**config.mk**
```make
export PLATFORM = sky130hd
export DESIGN_NAME = remap_xlat_unit
export DESIGN_NICKNAME = d
export VERILOG_FILES = /design/src/rtl/xlat_pkg.sv /design/src/rtl/xlat_key_select.sv /design/src/rtl/xlat_xor_map.sv /design/src/rtl/xlat_out_reg.sv /design/src/rtl/remap_xlat_unit.sv
export SDC_FILE = /design/constraint.sdc
export NUM_CORES = 1
export LEC_CHECK = 0
export BUFFER_PORTS_ARGS = -buffer_cell sky130_fd_sc_hd__buf_4
export CORE_ASPECT_RATIO = 1.1
export CORE_UTILIZATION = 35
export CTS_CLUSTER_SIZE = 16
export DETAILED_ROUTE_END_ITERATION = 12
export PLACE_DENSITY = 0.68
export RECOVER_POWER = 100
export SLEW_MARGIN = 20
export SYNTH_ARGS = -nofsm -noshare
export SYNTH_HDL_FRONTEND = slang
export SYNTH_SLANG_ARGS = --single-unit
```
**constraint.sdc**
```tcl
create_clock -name clk -period 0.8 [get_ports clk]
set_input_delay 0.12 -clock clk [delete_from_list [all_inputs] [get_ports clk]]
set_output_delay 0.12 -clock clk [all_outputs]
set_load 0.02 [all_outputs]
```
**src/rtl/xlat_pkg.sv**
```systemverilog
package xlat_pkg;

   typedef enum logic {
      KEY_PREV = 1'b0,
      KEY_CUR  = 1'b1
   } key_sel_e;

endpackage

```
**src/rtl/xlat_key_select.sv**
```systemverilog
module xlat_key_select
   import xlat_pkg::*;
#(
   parameter int ADDR_W = 8
)(
   input  logic [ADDR_W-1:0] blk,
   input  logic [ADDR_W-1:0] ptr,
   input  logic [ADDR_W-1:0] kp,
   input  logic [ADDR_W-1:0] kc,
   output key_sel_e          sel,
   output logic [ADDR_W-1:0] key
);

   logic [ADDR_W-1:0] partner;
   logic              passed_self;
   logic              passed_partner;

   // Partner whose refresh would have evicted this block.
   assign partner        = blk ^ kp ^ kc;
   assign passed_self    = (blk < ptr);
   assign passed_partner = (partner < ptr);

   assign sel = (passed_self || passed_partner) ? KEY_CUR : KEY_PREV;
   assign key = (sel == KEY_CUR) ? kc : kp;

endmodule

```
**src/rtl/xlat_xor_map.sv**
```systemverilog
module xlat_xor_map #(
   parameter int ADDR_W = 8
)(
   input  logic [ADDR_W-1:0] blk,
   input  logic [ADDR_W-1:0] key,
   output logic [ADDR_W-1:0] slot
);

   for (genvar b = 0; b < ADDR_W; b++) begin : g_bit
      assign slot[b] = blk[b] ^ key[b];
   end

endmodule

```
**src/rtl/xlat_out_reg.sv**
```systemverilog
module xlat_out_reg #(
   parameter int W = 10
)(
   input  logic         clk,
   input  logic         rst_n,
   input  logic [W-1:0] d,
   output logic [W-1:0] q
);

   always_ff @(posedge clk or negedge rst_n) begin
      if (!rst_n) q <= '0;
      else        q <= d;
   end

endmodule

```
**src/rtl/remap_xlat_unit.sv**
```systemverilog
module remap_xlat_unit
   import xlat_pkg::*;
#(
   parameter int ADDR_W  = 8,
   parameter bit OUT_REG = 1'b1
)(
   input  logic              clk,
   input  logic              rst_n,
   input  logic              in_valid,
   input  logic [ADDR_W-1:0] in_blk,
   input  logic [ADDR_W-1:0] refresh_ptr,
   input  logic [ADDR_W-1:0] key_prev,
   input  logic [ADDR_W-1:0] key_cur,
   output logic              out_valid,
   output logic [ADDR_W-1:0] out_slot,
   output logic              out_sel_cur
);

   localparam int BUNDLE_W = ADDR_W + 2;

   if (ADDR_W < 1 || ADDR_W > 32) begin : g_bad_width
      $error("remap_xlat_unit: ADDR_W must lie in 1..32");
   end

   key_sel_e          sel;
   logic [ADDR_W-1:0] key;
   logic [ADDR_W-1:0] slot;
   logic [BUNDLE_W-1:0] bundle_d;
   logic [BUNDLE_W-1:0] bundle_q;

   xlat_key_select #(.ADDR_W(ADDR_W)) u_sel (
      .blk (in_blk),
      .ptr (refresh_ptr),
      .kp  (key_prev),
      .kc  (key_cur),
      .sel (sel),
      .key (key)
   );

   xlat_xor_map #(.ADDR_W(ADDR_W)) u_map (
      .blk  (in_blk),
      .key  (key),
      .slot (slot)
   );

   assign bundle_d = {in_valid, (sel == KEY_CUR), slot};

   if (OUT_REG) begin : g_reg
      xlat_out_reg #(.W(BUNDLE_W)) u_reg (
         .clk   (clk),
         .rst_n (rst_n),
         .d     (bundle_d),
         .q     (bundle_q)
      );

      logic armed;
      always_ff @(posedge clk or negedge rst_n) begin
         if (!rst_n) armed <= 1'b0;
         else        armed <= 1'b1;
      end

      AST_SLOT_ONE_KEY: assert property (@(posedge clk) disable iff (!rst_n)
         (armed && out_valid) |->
            ((out_slot ^ $past(in_blk)) == $past(key_prev) ||
             (out_slot ^ $past(in_blk)) == $past(key_cur)));
      AST_BELOW_PTR_CUR: assert property (@(posedge clk) disable iff (!rst_n)
         (armed && $past(in_blk < refresh_ptr)) |-> out_sel_cur);
      AST_ZERO_PTR_PREV: assert property (@(posedge clk) disable iff (!rst_n)
         (armed && $past(refresh_ptr == '0)) |-> !out_sel_cur);
      AST_EQUAL_KEYS: assert property (@(posedge clk) disable iff (!rst_n)
         (armed && $past(key_prev == key_cur)) |->
            (out_slot == $past(in_blk ^ key_prev)));
      AST_VALID_LATENCY: assert property (@(posedge clk) disable iff (!rst_n)
         armed |-> (out_valid == $past(in_valid)));
   end else begin : g_comb
      assign bundle_q = bundle_d;
   end

   assign out_valid   = bundle_q[BUNDLE_W-1];
   assign out_sel_cur = bundle_q[BUNDLE_W-2];
   assign out_slot    = bundle_q[ADDR_W-1:0];

endmodule

```
==> reports/metrics.yaml <==
synth_area_um2: 1114
antenna_cells: 0
pwr-share-seq_pct: 24.1
ys_ff_latch: 10
yosysWarningCount: 0
worst_pin_slew_ps: 495.1
maxCapViolations: 0
cts_tree: "yes"
num_rows: 21
drt_iter0_drc: 20
clkSinkCount: 10
largest_register: "g_reg.u_reg.q"
relSlewSlack_pct: 67.00
yosys.area_share.simple_pct: 29.44
setup_viol_count_final: 19
overflow: 0
die_h_um: 61.16
cp_data_required_time_ps: 990
synth_top_area_share_pct: 22.47
synthCells: 128
pwr-share-clk_pct: 13.0
synth_top_family_by_area: "simple AND/OR/NAND/NOR gates"
utilization_pct: 72.09
violations: "setup timing"
multi_input_area_um2: 1055
dp_hpwl_um: 2846
nFillCells: 232
antenna_found_initial: 0
track_usage_pct: 22.73
portBuffers: 44
fin_cells: 259
yosysUniqueCellTypes: 24
synth-main-ff-cell: "dfrtp_1"
seq_area_frac_synth_pct: 22.47
synth.area.mux_share_pct: 0
routed_wl_um: 3922
grt_max_degree: 11
p_sw_share_pct: 37.06
placed_cells: 245
cts-buffers-inserted: 3
power_density_nw_per_um2: 1154
fp.dieW_um: 55.78
finalCriticalPeriod_ps: 1908
largest_reg_flops: 10
end_kind: "flop"
core_um2: 3048
synth_xor_area_share_pct: 7.640
power_frac_comb_pct: 62.9
pre_cts_slack_ps: -1339
netSwitchingPower_mw: 0.9394
grt_pass1_vias: 1369
synth_compound_area_share_pct: 21.69
routedWlPerCell_um: 15.14
cts_max_level: 1
dieArea_um2: 3412
drt_drc_violations_left: 0
drv_slew: 0
synth_edf_count: 0
synthTopCellsByArea: "dfrtp_1 22%, nor2b_1 17%, ha_1 16%, o2111ai_1 7.1%, o32ai_1 6.3%"
crit_type: "input pin to flop"
endpoint: "g_reg.u_reg.q[5]"
synth_nets: 177
synth-adder-area-share_pct: 15.73
hp-class: "input pin to flop"
ant_nets: 0
drive_gt1_share_pct: 59.56
async_flop_share_pct: 100.0
crit_fanout: 4
place_congestion: 0.8392
status: "complete, but fails checks"
ir_drop_uv: 987.4
fmax_mhz: 524.2
min_period_over_period_pct: 238.4
grt_pass1_wl_um: 5871
crit_start: "in_blk[6]"
synth_common_cells: "31 x nor2b_1, 14 x ha_1, 10 x dfrtp_1, 10 x nand2_1, 9 x o2111ai_1"
nets: 276
post_dp_cell_area_um2: 1893
drtPass1Iterations: 4
syn_avg_cell_area_um2: 8.700
via_per_inst: 5.185
intPower_mw: 1.595
synth_area_leader_cell: "dfrtp_1"
final_cell_area_um2: 2197
io_pins: 45
synth.most_common_cell: "nor2b_1"
start_util_pct: 36.54
vias: 1343
register_area_um2: 250.2
clockBufferDepth: 2
p_leak_nw: 1.082
cts-root-buf: "clkbuf_4"
area_delta_synth_final_pct: 97.30
rsz0062_at_grt: "yes"
crit_arrival_ps: 2100
setup_slack_ps: -1108
largestRegisters: "g_reg.u_reg.q: 10 flops"
finalHoldViolations: 0
startpoint_type: "input pin"
clk_pin_slew_ps: 60
-- layout make-up --
cell class / instances / area share [%]
tap: 34 / 1.936
timing repair buffer: 95 / 36.28
clock buffer: 3 / 1.025
sequential: 10 / 11.39
inverter: 8 / 1.367
multi-input combinational: 109 / 48.01
-- metal layers --
metal | part of all wire (%) | global-route usage, % | routed length (µm) | vias to the layer above
met1 | 40 | 24.26 | 1563 | 635
li1 | - | - | - | 662
met2 | 56 | 46.13 | 2205 | 40
met4 | 1.0 | 10.00 | 40 | 0
met5 | 0 | 0 | 0 | -
met3 | 2.9 | 2.521 | 112 | 6
-- cell usage in the layout, fill, tap and decap left out --
cell           instances
clkbuf_1               1
xnor2_2                1
o2111ai_2              2
nand3_2                1
nand2b_1               1
xor3_1                 1
and2b_1                2
clkbuf_4               4
nor2b_2                2
buf_6                 18
nor2b_1               17
o32ai_2                8
nor3b_2                1
o211ai_4               1
xnor2_1                6
o211a_4                1
o2111ai_1              7
a21o_1                 2
ha_1                  14
dlygate4sd3_1          2
a21oi_2                1
a211oi_1               1
o221ai_1               1
nor2_1                 1
inv_1                  8
nor2b_4               12
o221a_2                1
nor2_4                 2
buf_8                  2
dfrtp_1               10
or3_4                  1
a21oi_1                3
nand2_1               10
nor2_2                 5
buf_4                 71
and2_1                 1
nand3_1                3
-- worst min path at each step --
stage | start | endpoint | cells after the start | slack [ps]
2_1_floorplan | rst_n | g_reg.u_reg.q[0] | 0 | -180
3_3_place_gp | rst_n | g_reg.u_reg.q[5] | 1 | -50
3_5_place_dp | rst_n | g_reg.u_reg.q[8] | 1 | -50
4_1_cts | rst_n | g_reg.u_reg.q[0] | 2 | 210
5_1_grt | key_prev[7] | g_reg.u_reg.q[7] | 4 | 250
6_report | key_prev[7] | g_reg.u_reg.q[7] | 4 | 260
-- worst max-delay path, stage by stage --
cell	delay [ps]
buf_8	90
nor2b_4	170
nor2_4	50
xnor2_2	140
ha_1	310
nand3_2	90
or3_4	400
buf_6	130
o211ai_4	190
buf_6	150
o2111ai_1	110
nand2_1	130
-- logic make-up after synthesis --
family / Yosys count
XOR/XNOR: 8
flip-flops: 10
AO/OA/AOI/OAI: 28
buffers and inverters: 9
AND/OR/NAND/NOR: 59
adder cells (fa/ha/maj): 14
-- power by group through the flow --
stage / clock, mW / sequential, mW / combinational [mW]
floorplan: 0 / 0.703 / 0.581
global placement: 0 / 0.606 / 1.28
detailed placement: 0 / 0.608 / 1.32
CTS: 0.332 / 0.613 / 1.53
global route: 0.380 / 0.619 / 1.70
finish: 0.329 / 0.612 / 1.59
-- repair_timing --
| item | CTS | global route |
|---|---|---|
| endpoints found under the setup margin | 19 | 19 |
| buffers inserted | 8 | 1 |
| hold buffers | 2 | 0 |
| gates resized for setup | 41 | 8 |
| pin swaps | 17 | 13 |
| hold endpoints to repair | 11 | 0 |
-- per-stage QoR --
step	hold WS, ps	power [mW]	setup TNS, ps
finish	261.1	2.535	-10370
global route	250.1	2.699	-11190
CTS	214.5	2.473	-9369
detailed placement	-49.49	1.932	-11720
global placement	-53.09	1.884	-11400
floorplan	-175.6	1.284	-9384
(Power assumes the default switching activity.)
